**src/rtl/fbd_pkg.sv**
```systemverilog
package fbd_pkg;

   typedef enum logic [1:0] {
      ST_IDLE = 2'd0,
      ST_REQ  = 2'd1,
      ST_XFER = 2'd2,
      ST_GAP  = 2'd3
   } fbd_state_e;

   localparam logic [1:0] OFS_CTRL  = 2'd0;
   localparam logic [1:0] OFS_MADDR = 2'd1;
   localparam logic [1:0] OFS_COUNT = 2'd2;
   localparam logic [1:0] OFS_DADDR = 2'd3;

   localparam int CTL_START = 0;
   localparam int CTL_DIR   = 1;
   localparam int CTL_CLR   = 2;

   typedef struct packed {
      logic start;
      logic clr;
      logic ld_maddr;
      logic ld_cnt;
   } fbd_cmd_t;

endpackage

```
**src/rtl/fbd_addrgen.sv**
```systemverilog
module fbd_addrgen #(
   parameter int AW         = 16,
   parameter int CW         = 16,
   parameter int CFG_W      = 16,
   parameter int WORD_BYTES = 4
) (
   input  logic             clk,
   input  logic             rst_n,
   input  logic             ld_maddr,
   input  logic             ld_cnt,
   input  logic             step,
   input  logic [CFG_W-1:0] wdata,
   output logic [AW-1:0]    maddr_q,
   output logic [CW-1:0]    cnt_q,
   output logic             cnt_zero,
   output logic             cnt_last
);

   logic [AW-1:0] maddr_next;

   generate
      if (WORD_BYTES == 1) begin : g_unit_step
         assign maddr_next = maddr_q + AW'(1);
      end else begin : g_wide_step
         localparam logic [AW-1:0] STEP = AW'(WORD_BYTES);
         assign maddr_next = maddr_q + STEP;
      end
   endgenerate

   always_ff @(posedge clk) begin
      if (!rst_n) begin
         maddr_q <= '0;
      end else if (ld_maddr) begin
         maddr_q <= wdata[AW-1:0];
      end else if (step) begin
         maddr_q <= maddr_next;
      end
   end

   always_ff @(posedge clk) begin
      if (!rst_n) begin
         cnt_q <= '0;
      end else if (ld_cnt) begin
         cnt_q <= wdata[CW-1:0];
      end else if (step) begin
         cnt_q <= cnt_q - CW'(1);
      end
   end

   assign cnt_zero = (cnt_q == '0);
   assign cnt_last = (cnt_q == CW'(1));

endmodule

```
**src/rtl/fbd_regif.sv**
```systemverilog
module fbd_regif
   import fbd_pkg::*;
#(
   parameter int AW    = 16,
   parameter int CW    = 16,
   parameter int DAW   = 16,
   parameter int CFG_W = 16
) (
   input  logic             clk,
   input  logic             rst_n,
   input  logic             cfg_we,
   input  logic [1:0]       cfg_addr,
   input  logic [CFG_W-1:0] cfg_wdata,
   input  logic             busy,
   input  logic             irq,
   input  logic [AW-1:0]    maddr_q,
   input  logic [CW-1:0]    cnt_q,
   output logic [CFG_W-1:0] cfg_rdata,
   output fbd_cmd_t         cmd,
   output logic             dir_q,
   output logic [DAW-1:0]   daddr_q
);

   logic wr_ctrl;
   logic wr_idle;

   assign wr_ctrl = cfg_we && (cfg_addr == OFS_CTRL);
   assign wr_idle = cfg_we && !busy;

   always_comb begin
      cmd.start    = wr_ctrl && !busy && cfg_wdata[CTL_START];
      cmd.clr      = wr_ctrl && cfg_wdata[CTL_CLR];
      cmd.ld_maddr = wr_idle && (cfg_addr == OFS_MADDR);
      cmd.ld_cnt   = wr_idle && (cfg_addr == OFS_COUNT);
   end

   always_ff @(posedge clk) begin
      if (!rst_n) begin
         dir_q <= 1'b0;
      end else if (wr_ctrl && !busy) begin
         dir_q <= cfg_wdata[CTL_DIR];
      end
   end

   always_ff @(posedge clk) begin
      if (!rst_n) begin
         daddr_q <= '0;
      end else if (wr_idle && (cfg_addr == OFS_DADDR)) begin
         daddr_q <= cfg_wdata[DAW-1:0];
      end
   end

   always_comb begin
      unique case (cfg_addr)
         OFS_CTRL:  cfg_rdata = {{(CFG_W-3){1'b0}}, irq, dir_q, busy};
         OFS_MADDR: cfg_rdata = CFG_W'(maddr_q);
         OFS_COUNT: cfg_rdata = CFG_W'(cnt_q);
         default:   cfg_rdata = CFG_W'(daddr_q);
      endcase
   end

endmodule

```
**src/rtl/fbd_seq.sv**
```systemverilog
module fbd_seq
   import fbd_pkg::*;
(
   input  logic clk,
   input  logic rst_n,
   input  logic start,
   input  logic clr,
   input  logic cnt_zero,
   input  logic cnt_last,
   input  logic bus_gnt,
   output logic bus_req,
   output logic xfer,
   output logic busy,
   output logic irq
);

   fbd_state_e state_q;
   fbd_state_e state_d;
   logic       irq_set;
   logic       irq_d;

   always_comb begin
      state_d = state_q;
      irq_set = 1'b0;
      unique case (state_q)
         ST_IDLE: begin
            if (start) begin
               if (cnt_zero) irq_set = 1'b1;
               else          state_d = ST_REQ;
            end
         end
         ST_REQ: begin
            if (bus_gnt) state_d = ST_XFER;
         end
         ST_XFER: begin
            if (cnt_last) begin
               state_d = ST_IDLE;
               irq_set = 1'b1;
            end else begin
               state_d = ST_GAP;
            end
         end
         default: state_d = ST_REQ;
      endcase
   end

   always_comb begin
      irq_d = irq;
      if (clr || start) irq_d = 1'b0;
      if (irq_set)      irq_d = 1'b1;
   end

   always_ff @(posedge clk) begin
      if (!rst_n) begin
         state_q <= ST_IDLE;
         irq     <= 1'b0;
      end else begin
         state_q <= state_d;
         irq     <= irq_d;
      end
   end

   assign bus_req = (state_q == ST_REQ) || (state_q == ST_XFER);
   assign xfer    = (state_q == ST_XFER);
   assign busy    = (state_q != ST_IDLE);

endmodule

```
**src/rtl/flyby_dma.sv**
```systemverilog
module flyby_dma
   import fbd_pkg::*;
#(
   parameter int AW         = 16,
   parameter int CW         = 16,
   parameter int DAW        = 16,
   parameter int CFG_W      = 16,
   parameter int WORD_BYTES = 4
) (
   input  logic             clk,
   input  logic             rst_n,
   input  logic             cfg_we,
   input  logic [1:0]       cfg_addr,
   input  logic [CFG_W-1:0] cfg_wdata,
   output logic [CFG_W-1:0] cfg_rdata,
   output logic             bus_req,
   input  logic             bus_gnt,
   output logic [AW-1:0]    mem_addr,
   output logic             mem_rd,
   output logic             mem_wr,
   output logic [DAW-1:0]   dev_addr,
   output logic             dev_rd,
   output logic             dev_wr,
   output logic             irq
);

   initial begin
      if (CFG_W < AW || CFG_W < CW || CFG_W < DAW || CFG_W < 4)
         $fatal(1, "flyby_dma: CFG_W narrower than a register");
      if (WORD_BYTES < 1 || (WORD_BYTES & (WORD_BYTES - 1)) != 0)
         $fatal(1, "flyby_dma: WORD_BYTES must be a power of two");
      if (CW < 1 || AW < 1 || DAW < 1)
         $fatal(1, "flyby_dma: widths must be positive");
   end

   fbd_cmd_t        cmd;
   logic            dir_q;
   logic [DAW-1:0]  daddr_q;
   logic [AW-1:0]   maddr_q;
   logic [CW-1:0]   cnt_q;
   logic            cnt_zero;
   logic            cnt_last;
   logic            xfer;
   logic            busy;

   fbd_regif #(.AW(AW), .CW(CW), .DAW(DAW), .CFG_W(CFG_W)) u_regif (
      .clk       (clk),
      .rst_n     (rst_n),
      .cfg_we    (cfg_we),
      .cfg_addr  (cfg_addr),
      .cfg_wdata (cfg_wdata),
      .busy      (busy),
      .irq       (irq),
      .maddr_q   (maddr_q),
      .cnt_q     (cnt_q),
      .cfg_rdata (cfg_rdata),
      .cmd       (cmd),
      .dir_q     (dir_q),
      .daddr_q   (daddr_q)
   );

   fbd_addrgen #(.AW(AW), .CW(CW), .CFG_W(CFG_W), .WORD_BYTES(WORD_BYTES)) u_addrgen (
      .clk      (clk),
      .rst_n    (rst_n),
      .ld_maddr (cmd.ld_maddr),
      .ld_cnt   (cmd.ld_cnt),
      .step     (xfer),
      .wdata    (cfg_wdata),
      .maddr_q  (maddr_q),
      .cnt_q    (cnt_q),
      .cnt_zero (cnt_zero),
      .cnt_last (cnt_last)
   );

   fbd_seq u_seq (
      .clk      (clk),
      .rst_n    (rst_n),
      .start    (cmd.start),
      .clr      (cmd.clr),
      .cnt_zero (cnt_zero),
      .cnt_last (cnt_last),
      .bus_gnt  (bus_gnt),
      .bus_req  (bus_req),
      .xfer     (xfer),
      .busy     (busy),
      .irq      (irq)
   );

   assign mem_addr = maddr_q;
   assign dev_addr = daddr_q;
   assign mem_rd   = xfer && !dir_q;
   assign dev_wr   = xfer && !dir_q;
   assign mem_wr   = xfer && dir_q;
   assign dev_rd   = xfer && dir_q;

endmodule

```
**config.mk**
```make
export PLATFORM = sky130hd
export DESIGN_NAME = flyby_dma
export DESIGN_NICKNAME = d
export VERILOG_FILES = /design/src/rtl/fbd_pkg.sv /design/src/rtl/fbd_addrgen.sv /design/src/rtl/fbd_regif.sv /design/src/rtl/fbd_seq.sv /design/src/rtl/flyby_dma.sv
export SDC_FILE = /design/constraint.sdc
export NUM_CORES = 1
export LEC_CHECK = 0
export BUFFER_PORTS_ARGS = -buffer_cell sky130_fd_sc_hd__buf_2
export CELL_PAD_IN_SITES_DETAIL_PLACEMENT = 1
export CELL_PAD_IN_SITES_GLOBAL_PLACEMENT = 2
export CORE_MARGIN = 5
export CORE_UTILIZATION = 30
export DETAILED_ROUTE_END_ITERATION = 7
export GPL_TIMING_DRIVEN = 0
export HOLD_SLACK_MARGIN = 0.15
export PLACE_DENSITY = 0.9
export SYNTH_ARGS = -nofsm -noshare
export SYNTH_HDL_FRONTEND = slang
export SYNTH_SLANG_ARGS = --single-unit
```
**constraint.sdc**
```tcl
create_clock -name clk -period 2.7 [get_ports clk]
set_input_delay 0.54 -clock clk [delete_from_list [all_inputs] [get_ports clk]]
set_output_delay 0.54 -clock clk [all_outputs]
set_load 0.005 [all_outputs]
```
==> results.sh <==
export IMPL_run_status="complete, no violations"
export IMPL_dieArea_mm2=0.01159
export IMPL_irDropWorstVdd_mv=0.2187
export IMPL_place_gp_congestion=0.8442
export IMPL_final_core_util=0.3747
export IMPL_first_global_vias=2944
export IMPL_h_tree_depth=2
export IMPL_synth_top_area_cell="dfxtp_1"
export IMPL_hold_class="reg2reg"
export IMPL_drv_slew=0
export IMPL_p_leak_nw=1.446
export IMPL_synth_seq_cells=52
export IMPL_hold_viol_final=0
export IMPL_cellPowerDensity_mw_per_mm2=511.1
export IMPL_synth_top_family_by_area="simple AND/OR/NAND/NOR gates"
export IMPL_r2r_start="u_seq.state_q[0]"
export IMPL_wirelength_um=10060
export IMPL_postCtsSetupRepairBufs=0
export IMPL_start_util=0.3081
export IMPL_core_area_mm2=0.009284
export IMPL_cts_made_buffers=5
export IMPL_max_cap_violations=0
export IMPL_period_minus_slack_ns=2.492
export IMPL_ff2ff_setup_slack_ns=0.21
export IMPL_synth_adder_area_share=0.02625
export IMPL_area_growth_pct=21.61
export IMPL_syn_avg_cell_area_um2=8.487
export IMPL_hold_buffers=0
export IMPL_antenna_found_initial=0
export IMPL_cts_resized_gates=0
export IMPL_die_h_um=107.6
export IMPL_syn_nets=365
export IMPL_cts_sink_count=52
export IMPL_yosys_cell_types_count=42
export IMPL_netlist_top_cells_count="dfxtp_1, nand2_1, a21oi_1"
export IMPL_grtUsageTotal=0.1770
export IMPL_syn_area_mm2=0.002860
export IMPL_worstPathArrival_ns=2.70
export IMPL_via_count=2789
export IMPL_dp_hpwl_um=8117
export IMPL_crit_chain="inv_1 > ha_1 > buf_2 > or3b_2 > nor4_1 > nand2_1 > xor2_1 > a211oi_1"
export IMPL_synth_top_area_frac=0.3640
export IMPL_async_flop_share=0
export IMPL_critPathKind="reg2reg"
export IMPL_cts_buffer_depth=2
export IMPL_layout_nets=447
export IMPL_drc=0
export IMPL_synthXorXnorAreaFrac=0.08574
export IMPL_setup_tns_ns=0
export IMPL_synth_ff_type="dfxtp_1"
export IMPL_worstSetupEndpoint="u_addrgen.cnt_q[15]"
export IMPL_drtAntennaViolNets=0
export IMPL_worstPathRequired_ns=2.91
export IMPL_die_w_um=107.6
export IMPL_crit_path_top_delay_cell="or3b_2"
export IMPL_rsz0062_at_grt="no"
export IMPL_holdWs_ns=0.4794
export IMPL_synthCells=337
export IMPL_synth_area_leaders="dfxtp_1, nand2_1, a21oi_1"
export IMPL_n_antenna_cell=0
export IMPL_clk_pin_slew_ns=0.10
export IMPL_crit_path_end_kind="register"
export IMPL_start_kind="register"
export IMPL_clockRootBuffer="clkbuf_8"
export IMPL_worst_pin_slew_ns=0.6275
export IMPL_yosysMostFrequentCell="dfxtp_1"
export IMPL_synth_simple_area_share=0.1982
export IMPL_rows=35
export IMPL_port_buffer_count=75
export IMPL_worst_clock_skew_ns=0.007579
export IMPL_cts_tree="built"
export IMPL_drtPass1Iterations=4
export IMPL_fmax_ghz=0.4013
export IMPL_via_per_inst=5.089
export IMPL_relSlewSlack=0.5817
export IMPL_crit_path_start="u_seq.state_q[0]"
export IMPL_critPathMaxStageDelay_ns=0.54
export IMPL_io_pins=76
export IMPL_reg2reg_depth=8
export IMPL_finalCritPeriodShare=0.9228
export IMPL_gr_total_overflow=0
export IMPL_seq_area_frac_synth=0.3640
export IMPL_drive_gt1_frac=0.2601
export IMPL_drtIter0Drc=71
export IMPL_setup_violations_final=0
export IMPL_grt_first_pass_wirelength_um=16090
export IMPL_grt_max_degree=16
export IMPL_synth_compound_area_share=0.1785
export IMPL_ys_warn_count=0
export IMPL_synth_edf_count=0
export IMPL_clk_latency_ns=0.31
export IMPL_synthMuxAreaShare=0.1024
export IMPL_post_drt_wl_per_cell_um=18.35
export IMPL_timing_rr_end="u_addrgen.cnt_q[15]"
export IMPL_crit_fanout=9
==> final cells by class <==
type | count | area, um2
clock inverter | 2 | 12.51
fill | 1165 | 5806
tap | 129 | 161.4
buffer | 22 | 102.6
clock buffer | 5 | 68.82
multi-input combinational | 256 | 1690
inverter | 7 | 26.28
timing repair buffer | 75 | 375.4
sequential | 52 | 1041
==> worst min path at each step <==
stage,start,endpoint,slack (ns),depth (start not counted)
floorplan,u_seq.state_q[1],u_seq.state_q[1],0.45,2
global placement,u_regif.daddr_q[13],u_regif.daddr_q[13],0.46,2
detailed placement,u_regif.daddr_q[14],u_regif.daddr_q[14],0.46,2
CTS,u_regif.daddr_q[14],u_regif.daddr_q[14],0.48,2
global route,u_regif.daddr_q[14],u_regif.daddr_q[14],0.49,2
finish,u_regif.daddr_q[1],u_regif.daddr_q[1],0.48,2
==> sequential cells by signal, indices dropped and copies added, names as in the netlist <==
name / cells
u_addrgen.cnt_q: 16
u_addrgen.maddr_q: 16
u_regif.daddr_q: 16
u_regif.dir_q: 1
u_seq.irq: 1
u_seq.state_q: 2
==> through the flow <==
step           cells  instance area [um2]  worst slack [ns]  power [mW]
3_3_place_gp     541                 3397            0.2347       1.337
6_report         548                 3478            0.2084       1.778
5_1_grt          548                 3478            0.1374       1.874
2_1_floorplan    337                 2860            0.6445       1.172
4_1_cts          548                 3478            0.2320       1.791
3_5_place_dp     541                 3397            0.2392       1.354
==> power by group <==
group	internal, mW	leakage [nW]	switching [mW]
sequential	0.823	0.424	0.0730
clock	0.177	0.0400	0.267
combinational	0.196	0.982	0.243
==> worst max-delay path, delay by kind of cell (launching register included) <==
kind	cells	cell delay, ns
simple gates	3	1.15
buf+inv	2	0.33
flops	1	0.32
compound gates	1	0.27
xor+xnor	1	0.17
fa+ha+maj	1	0.15
==> logic make-up (layout without fill, tap and decap cells) <==
kind of cell / after synthesis / in the layout
flops: 52 / 52
compound gates: 81 / 81
simple gates: 118 / 118
xor+xnor: 28 / 28
buf+inv: 29 / 111
mux: 23 / 23
fa+ha+maj: 6 / 6
==> per-layer routing <==
layer	global-route usage	part of all wire	routed length, um
met1	0.2180	0.44	4424
met3	0.03299	0.033	331
met2	0.3126	0.51	5119
met4	0.05050	0.018	180
met5	0	0	0
==> cell usage in the layout, fill, tap and decap left out, types with 3 or more instances in the layout <==
cell type / instances
clkbuf_8: 5
nor4_1: 6
buf_1: 4
ha_1: 6
inv_1: 7
nor2_1: 29
mux2i_1: 6
buf_4: 3
mux2_2: 13
nor3_1: 7
dfxtp_1: 52
xnor2_1: 13
nand2_1: 46
nand4_1: 5
buf_2: 76
a21oi_1: 31
nand3_1: 9
clkbuf_1: 13
a22o_1: 13
o21ai_0: 15
xor2_1: 15
a211oi_1: 16
(Power assumes the default switching activity.)
